--- src/rtl/dma_stop_pkg.sv ---
package dma_stop_pkg;
  typedef enum logic [1:0] {
    ST_IDLE = 2'd0,
    ST_XFER = 2'd1,
    ST_WIND = 2'd2
  } dma_state_e;

  typedef struct packed {
    logic send;
    logic sync;
  } xfer_kind_t;
endpackage

--- src/rtl/dma_dreq_level.sv ---
module dma_dreq_level
  import dma_stop_pkg::*;
#(
  parameter int DEPTH = 16,
  parameter int CNT_W = $clog2(DEPTH + 1)
) (
  input  logic [CNT_W-1:0] fifo_cnt_i,
  input  logic             in_xfer_i,
  input  logic             idle_i,
  input  logic             drain_i,
  input  logic             align16_i,
  input  xfer_kind_t       kind_i,
  output logic             req_o
);
  localparam logic [CNT_W-1:0] FULL_CNT = CNT_W'(DEPTH);
  localparam logic [CNT_W-1:0] PAIR_CNT = CNT_W'(2);

  logic not_empty, has_pair, not_full;

  assign not_empty = (fifo_cnt_i != '0);
  assign has_pair  = (fifo_cnt_i >= PAIR_CNT);
  assign not_full  = (fifo_cnt_i < FULL_CNT);

  always_comb begin
    req_o = 1'b0;
    if (in_xfer_i)
      req_o = kind_i.send ? not_full : not_empty;
    else if (idle_i && drain_i)
      req_o = align16_i ? has_pair : not_empty;
  end
endmodule

--- src/rtl/dma_stop_rules.sv ---
module dma_stop_rules
  import dma_stop_pkg::*;
#(
  parameter int DEPTH = 16,
  parameter int CNT_W = $clog2(DEPTH + 1),
  parameter int ACK_W = 5
) (
  input  xfer_kind_t       kind_i,
  input  logic [CNT_W-1:0] fifo_cnt_i,
  input  logic             xfer_zero_i,
  input  logic             sync_ofs_max_i,
  input  logic [ACK_W-1:0] ack_out_i,
  output logic             eligible_o,
  output logic             finished_o
);
  localparam logic [CNT_W-1:0] FULL_CNT = CNT_W'(DEPTH);

  always_comb begin
    unique case ({kind_i.send, kind_i.sync})
      2'b11, 2'b10: eligible_o = (fifo_cnt_i == '0);
      2'b01:        eligible_o = xfer_zero_i | sync_ofs_max_i;
      default:      eligible_o = (fifo_cnt_i == FULL_CNT) | xfer_zero_i;
    endcase
  end

  // asynchronous types finish at once; synchronous ones wait on the bus
  always_comb begin
    if (!kind_i.sync)     finished_o = 1'b1;
    else if (kind_i.send) finished_o = xfer_zero_i;
    else                  finished_o = (ack_out_i == '0);
  end
endmodule

--- src/rtl/dma_fifo_req_ctrl.sv ---
module dma_fifo_req_ctrl
  import dma_stop_pkg::*;
#(
  parameter int DEPTH = 16,
  parameter int CNT_W = $clog2(DEPTH + 1),
  parameter int ACK_W = 5
) (
  input  logic             clk_i,
  input  logic             rst_ni,
  input  logic [CNT_W-1:0] fifo_cnt_i,
  input  logic             xfer_zero_i,
  input  logic             sync_ofs_max_i,
  input  logic             dir_send_i,
  input  logic             mode_sync_i,
  input  logic [ACK_W-1:0] ack_out_i,
  input  logic             xfer_start_i,
  input  logic             xfer_end_i,
  input  logic             stop_req_i,
  input  logic             drain_i,
  input  logic             align16_i,
  output logic             dreq_o,
  output logic             stop_o,
  output logic             done_o
);
  localparam logic [CNT_W-1:0] FULL_CNT = CNT_W'(DEPTH);

  dma_state_e state_q, state_d;
  xfer_kind_t kind_q;
  logic       pend_q, dreq_q;
  logic       in_xfer, idle, eligible, finished, level_req;

  assign in_xfer = (state_q == ST_XFER);
  assign idle    = (state_q == ST_IDLE);

  dma_dreq_level #(.DEPTH(DEPTH), .CNT_W(CNT_W)) u_level (
    .fifo_cnt_i (fifo_cnt_i),
    .in_xfer_i  (in_xfer),
    .idle_i     (idle),
    .drain_i    (drain_i),
    .align16_i  (align16_i),
    .kind_i     (kind_q),
    .req_o      (level_req)
  );

  dma_stop_rules #(.DEPTH(DEPTH), .CNT_W(CNT_W), .ACK_W(ACK_W)) u_rules (
    .kind_i         (kind_q),
    .fifo_cnt_i     (fifo_cnt_i),
    .xfer_zero_i    (xfer_zero_i),
    .sync_ofs_max_i (sync_ofs_max_i),
    .ack_out_i      (ack_out_i),
    .eligible_o     (eligible),
    .finished_o     (finished)
  );

  assign stop_o = in_xfer & (pend_q | stop_req_i) & eligible;
  assign done_o = (state_q == ST_WIND) & finished;

  always_comb begin
    state_d = state_q;
    unique case (state_q)
      ST_IDLE: if (xfer_start_i) state_d = ST_XFER;
      ST_XFER: if (stop_o) state_d = ST_WIND;
               else if (xfer_end_i) state_d = ST_IDLE;
      ST_WIND: if (finished) state_d = ST_IDLE;
      default: state_d = ST_IDLE;
    endcase
  end

  always_ff @(posedge clk_i or negedge rst_ni) begin
    if (!rst_ni) begin
      state_q <= ST_IDLE;
      kind_q  <= '0;
      pend_q  <= 1'b0;
      dreq_q  <= 1'b0;
    end else begin
      state_q <= state_d;
      if (idle && xfer_start_i) kind_q <= '{send: dir_send_i, sync: mode_sync_i};
      if (!in_xfer || stop_o || xfer_end_i) pend_q <= 1'b0;
      else if (stop_req_i)                  pend_q <= 1'b1;
      dreq_q <= level_req & ~stop_o & ~(in_xfer & xfer_end_i);
    end
  end

  assign dreq_o = dreq_q;

  assert_stop_send_R5: assert property (@(posedge clk_i) disable iff (!rst_ni)
    (stop_o && kind_q.send) |-> (fifo_cnt_i == '0));
  assert_stop_sync_rx_R6: assert property (@(posedge clk_i) disable iff (!rst_ni)
    (stop_o && !kind_q.send && kind_q.sync) |-> (xfer_zero_i || sync_ofs_max_i));
  assert_stop_async_rx_R7: assert property (@(posedge clk_i) disable iff (!rst_ni)
    (stop_o && !kind_q.send && !kind_q.sync) |-> (fifo_cnt_i == FULL_CNT || xfer_zero_i));
  assert_pend_hold_R8: assert property (@(posedge clk_i) disable iff (!rst_ni)
    (in_xfer && stop_req_i && !stop_o && !xfer_end_i) |=> pend_q);
  assert_dreq_drop_R9: assert property (@(posedge clk_i) disable iff (!rst_ni)
    stop_o |=> !dreq_o);
  assert_no_stop_after_R9: assert property (@(posedge clk_i) disable iff (!rst_ni)
    stop_o |=> !stop_o);
  assert_done_async_R12: assert property (@(posedge clk_i) disable iff (!rst_ni)
    (stop_o && !kind_q.sync) |=> done_o);
  assert_drain_pair_R2: assert property (@(posedge clk_i) disable iff (!rst_ni)
    (idle && drain_i && align16_i && fifo_cnt_i < CNT_W'(2)) |=> !dreq_o);
  assert_idle_no_stop_R13: assert property (@(posedge clk_i) disable iff (!rst_ni)
    idle |-> !stop_o);
endmodule

--- config.mk ---
export PLATFORM = sky130hd
export DESIGN_NAME = dma_fifo_req_ctrl
export DESIGN_NICKNAME = d
export VERILOG_FILES = /design/src/rtl/dma_stop_pkg.sv /design/src/rtl/dma_dreq_level.sv /design/src/rtl/dma_stop_rules.sv /design/src/rtl/dma_fifo_req_ctrl.sv
export SDC_FILE = /design/constraint.sdc
export NUM_CORES = 1
export LEC_CHECK = 0
export BUFFER_PORTS_ARGS = -buffer_cell sky130_fd_sc_hd__buf_4
export CAP_MARGIN = 5
export CORE_AREA = 2 2 39 41
export DETAILED_ROUTE_END_ITERATION = 12
export DIE_AREA = 0 0 41 43
export PLACE_DENSITY = 0.64
export RECOVER_POWER = 100
export SLEW_MARGIN = 20
export SYNTH_ARGS = -nofsm -noshare
export SYNTH_HDL_FRONTEND = slang
export SYNTH_SLANG_ARGS = --single-unit
--- constraint.sdc ---
create_clock -name clk_i -period 3.4 [get_ports clk_i]
set_input_delay 0 -clock clk_i [delete_from_list [all_inputs] [get_ports clk_i]]
set_output_delay 0 -clock clk_i [all_outputs]
set_load 0.005 [all_outputs]
---- After elaboration in Yosys (flattened, before gate mapping) ----
Index checks and enable logic that the tools add are counted.
cells by class
  add/sub/neg operators ................... 0
  $mul .................................... 0
  divide/modulo/power cells ............... 0
  magnitude comparators ................... 2
  eq/ne operators ......................... 9
  shift-type cells ........................ 0
  mux-type cells .......................... 14
  bitwise logic cells ..................... 11
  reduce and logical (&&, ||, !) cells .... 12
operators with widths
  kind                                                                    number
  5-bit logical NOT                                                       2
  1-bit two-way mux                                                       8
  2-bit two-way mux                                                       4
  1-bit AND                                                               6
  2-bit equality test (second input constant)                             3
  2-bit one-hot mux with 3 select lines                                   1
  5-bit equality test (second input constant)                             1
  5-bit by 2-bit >= comparator with 1-bit output (second input constant)  1
  5-bit less-than comparator (second input constant)                      1
  5-bit nonzero test                                                      1
  2-bit by 1-bit equality test with 1-bit output (second input constant)  2
  2-bit != test (second input constant)                                   2
  3-bit != test (second input constant)                                   1
  1-bit OR                                                                3
  3-bit AND reduction                                                     1
  1-bit logical AND                                                       2
  2-bit logical NOT                                                       1
  1-bit logical OR                                                        2
  1-bit NOT                                                               2
  1-bit one-hot mux with 2 select lines                                   1
  2-bit nonzero test                                                      1
  2-bit OR reduction                                                      1
  1-bit logical NOT                                                       1
word-level totals
  bits in registers ....................... 6
  bits in latches ......................... 0
  memory bits (writable) .................. 0
  ROM bits ................................ 0
  bits of input ports ..................... 21
  output and inout bits ................... 3
  memories kept ........................... 0

---- Longest topological paths before layout ----
  word-level depth ........................ 7
  mapped depth ............................ 4
  mapped depth without buffers ............ 4

---- By module ----
From an unflattened synthesis, not the netlist that was laid out.
unflattened totals
  cell total of the unflattened synthesis .. 39
  area, all modules ....................... 365.4 um2
modules (own cells, without submodules)
  module             times used  cells each  area an instance (um2)
  dma_fifo_req_ctrl  1           24          267.8
  dma_stop_rules     1           10          55.1
  dma_dreq_level     1           5           42.5

---- Least setup slack after synthesis ----
OpenSTA, ideal clock, no wires.
  kind .................................... reg2reg
  from .................................... register kind_q[0] in the netlist's numbering
  to ...................................... register state_q[1]
  library setup time ...................... 124 ps
  data arrival time ....................... 1109 ps
  slack ................................... 2167 ps
  cell stages (with the launch flop) ...... 5
  buffers on the path ..................... 0
  period minus slack after synthesis ...... 1233 ps
  cell sequence ........................... dfrtp_1 a21oi_1 nor2_1 o31a_2 o21bai_1
between the ends
  word-level cells in the longest chain between the ends .. 6
RTL lines
  element                                                                                 line                     RTL
  start, declared                                                                         dma_fifo_req_ctrl.sv:28  xfer_kind_t kind_q;
  start signal, assigned                                                                  dma_fifo_req_ctrl.sv:77  if (idle && xfer_start_i) kind_q <= '{send: dir_send_i, sync: mode_sync_i};
  2-bit equality test                                                                     dma_stop_rules.sv:19     unique case ({kind_i.send, kind_i.sync})
  2-bit OR reduction                                                                      dma_stop_rules.sv:19
  1-bit one-hot mux with 2 select lines *                                                 dma_stop_rules.sv:19
  1-bit AND *                                                                             dma_fifo_req_ctrl.sv:55  assign stop_o = in_xfer & (pend_q | stop_req_i) & eligible;
  via stop_o                                                                              dma_fifo_req_ctrl.sv:22  output logic stop_o,
  3-bit != test (no line) or 2-bit two-way mux (tied branches)                            --
  3-bit AND reduction (no line) or 2-bit one-hot mux with 3 select lines (tied branches)  --
  end signal, assigned                                                                    dma_fifo_req_ctrl.sv:76  state_q <= state_d;
  end, declared                                                                           dma_fifo_req_ctrl.sv:27  dma_state_e state_q, state_d;
The timed path passes the listed nets; every way through them passes the cells marked *.
A chain may end at the register's enable or synchronous reset.

---- Worst setup path in the final report ----
  from .................................... register kind_q[1] in the netlist's numbering
  to ...................................... output stop_o
between the ends
  word-level cells in the longest chain between the ends .. 4
RTL lines
  element                                  line
  2-bit equality test                      dma_stop_rules.sv:19
  2-bit OR reduction                       dma_stop_rules.sv:19
  1-bit one-hot mux with 2 select lines *  dma_stop_rules.sv:19
  1-bit AND *                              dma_fifo_req_ctrl.sv:55
  end, declared                            dma_fifo_req_ctrl.sv:22
Every way passes the cells marked *; elsewhere a longest branch is shown, timed or not.

==> results.toml <==
[synthesis]
ys.warnings.count = 0
synthCells = 36
synth-seq-cells = 6
synth_cell_types = 20
syn_area_um2 = 342
synth_area_leader_cell = "dfrtp_1"
yosys-top-cells-area = "dfrtp_1 (44%), mux2_2 (6.6%), a21oi_1 (4.4%)"
avgSynthCellArea_um2 = 9.49
syn-num-nets = 57
synth_top_area_share = 0.440
yosysSeqAreaShare = 0.440

[floorplan]
chipHeight_um = 43
die_x_um = 41
row_count = 14
initial_core_util = 0.247
dieArea_um2 = 1760
io_pins = 24
coreArea_um2 = 1380

[timing]
relSlewSlack = 0.774
setup_tns_ns = 0
worstMarginPinSlew_ns = 0.339
rsz0062_at_grt = "no"
hold_viol = 0
period_share = 0.410
slew_viol_final = 0
finalSetupViolCount = 0
min_period_ns = 1.39
max_freq_mhz = 717
fin_skew_ns = 0.00719

[grt]
grt_max_degree = 9
grt_use_total = 0.129
antenna_found_initial = 0
grt_pass1_vias = 404
grt_first_pass_wirelength_mm = 1.51
overflow = 0

[cts]
post_cts_buffers = 0
cts_buffers = 3
cts_root_buffer = "clkbuf_4"
clock_latency_ns = 0.24
h-tree-depth = 1
path_clk_slew_ns = 0.05
cts_buffer_depth = 2
cts_sinks = 6
cts_tree = "done"

[setup_path]
rr_endpoint = "dreq_o"
ff2ff_path_depth = 4
path_cells = "and3_1 -> o31a_2 -> clkbuf_1"
rrSetupSlack_ns = 2.09
critPathTopFamily = "flip-flops"
critPathMaxStageDelay_ns = 0.46
r2r-start = "state_q[1]"
crit_buf_inv = 1
setup.worst_path.end_class = "primary output"
critPathLaunchType = "register"
critPathKind = "reg -> out"
cp.arrival_ns = 1.39
crit_path_end = "stop_o"
worstPathRequired_ns = 3.40
worst-path-stages = 3
setup.worst_path.start = "kind_q[1]"
crit_slowest_cell = "dfrtp_1"
worstPathMaxFanout = 8

[power]
peakVddDrop_v = 0.000241
p_leak_nw = 0.264
power_density_nw_per_um2 = 533

[status]
status = "finished clean"

[layout]
stdcell_count = 81
drive_above_1_share = 0.446
n_antenna_cell = 0
fillers = 145
area_delta_synth_final_pct = 68.5
fin_nets = 88

[hold_path]
min_path_type = "in -> reg"

[placed_design]
place_congestion = 0.728
hpwl_um = 686
portBuffers = 23
dp_cells = 75

[routing]
wire_per_inst_um = 10.3
wl_um = 836
viasPerCell = 4.72
drc = 0
first_iter_violations = 2
antenna_left = 0
vias = 382
dr.pass1.iters = 2

[run]
max-cap-violations = 0
placed cells by master (no fill, tap or decap), drive strengths merged:
| master | synthesis | final |
|---|---|---|
| dfrtp | 6 | 6 |
| buf | 0 | 19 |
| nor4b | 1 | 1 |
| a21oi | 3 | 3 |
| o21bai | 1 | 1 |
| and3 | 1 | 1 |
| o31ai | 1 | 1 |
| a31oi | 1 | 1 |
| o31a | 1 | 1 |
| nand2 | 3 | 3 |
| or4 | 1 | 1 |
| dlygate4sd3 | 0 | 3 |
| inv | 1 | 1 |
| nor2 | 4 | 4 |
| o21ai | 2 | 2 |
| or3b | 1 | 1 |
| nor3 | 1 | 1 |
| nor3b | 1 | 1 |
| mux2 | 2 | 2 |
| nand3 | 2 | 2 |
| clkbuf | 0 | 7 |
| nand2b | 1 | 1 |
| nor4 | 2 | 2 |
where the power goes:
part           internal, mW  total (mW)  switching [mW]
registers             0.101       0.133          0.0321
clock network        0.0399      0.0651          0.0252
logic                0.0633       0.108          0.0448
total                 0.204       0.306           0.102
final cells by class:
| class | count | area, um2 | area share |
|---|---|---|---|
| inverters | 1 | 3.75 | 0.00652 |
| multi-input cells | 29 | 188 | 0.326 |
| clock buffers | 3 | 22.5 | 0.0391 |
| repair buffers | 26 | 191 | 0.333 |
| well taps | 16 | 20.0 | 0.0348 |
| flip-flops and latches | 6 | 150 | 0.261 |
repair_timing:
action                                  CTS  global route
resized for setup                         0             0
endpoints found under the setup margin    0             0
hold buffers                              3             0
hold endpoints to repair                  8             0
metal layers:
metal | share of wire | vias up | wire, um | track usage
met5 | 0 | - | 0 | 0
met3 | 0.11 | 0 | 88 | 0.0628
met4 | 0 | 0 | 0 | 0.0600
met2 | 0.46 | 18 | 387 | 0.188
li1 | - | 194 | - | -
met1 | 0.43 | 170 | 360 | 0.154
synthesized netlist by cell type:
library cell and number:
mux2_2 2, dfrtp_1 6, o31ai_1 1, o31a_2 1, or4_4 1, o21bai_1 1, nand3_1 2, a31oi_1 1
o21ai_0 2, nor4b_2 1, inv_1 1, nand2b_1 1, or3b_2 1, nor4_1 2, nand2_1 3, and3_1 1
a21oi_1 3, nor3_1 1, nor3b_1 1, nor2_1 4
logic make-up after synthesis:
kind of cell | after synthesis | share of synthesized area
AOI/OAI and AO/OA | 9 | 0.165
and+or+nand+nor | 18 | 0.319
muxes | 2 | 0.0659
buffers and inverters | 1 | 0.0110
DFF | 6 | 0.440
sequential cells by signal, summed over array words and instances, names as in the netlist:
| register | cells |
|---|---|
| state_q | 2 |
| pend_q | 1 |
| kind_q | 2 |
| dreq_o | 1 |
worst register-to-register path: cells and delay by family (launching register included):
kind | cells | cell delay, ns
AOI/OAI and AO/OA | 3 | 0.33
DFF | 1 | 0.40
and+or+nand+nor | 1 | 0.50
worst min path at each step:
stage / start / end / slack [ns] / cells after the start
floorplan: rst_ni / dreq_o / -0.30 / 0
global placement: rst_ni / dreq_o / -0.19 / 1
detailed placement: rst_ni / pend_q / -0.19 / 1
CTS: drain_i / dreq_o / 0.01 / 3
global route: drain_i / dreq_o / 0.02 / 3
finish: drain_i / dreq_o / 0.02 / 3
through the flow:
| step | utilization | setup WS, ns | hold WS [ns] | power, mW | cell area, um2 |
|---|---|---|---|---|---|
| after floorplan | - | 2.17 | -0.296 | 0.195 | 342 |
| after global placement | 0.386 | 2.07 | -0.190 | 0.246 | 534 |
| after detailed placement | 0.386 | 2.10 | -0.187 | 0.248 | 534 |
| after CTS | 0.424 | 1.97 | 0.0108 | 0.318 | 587 |
| after global routing | 0.416 | 1.94 | 0.0248 | 0.333 | 576 |
| final | 0.416 | 2.01 | 0.0200 | 0.306 | 576 |
Note: power is estimated with default switching activity, not from simulation.
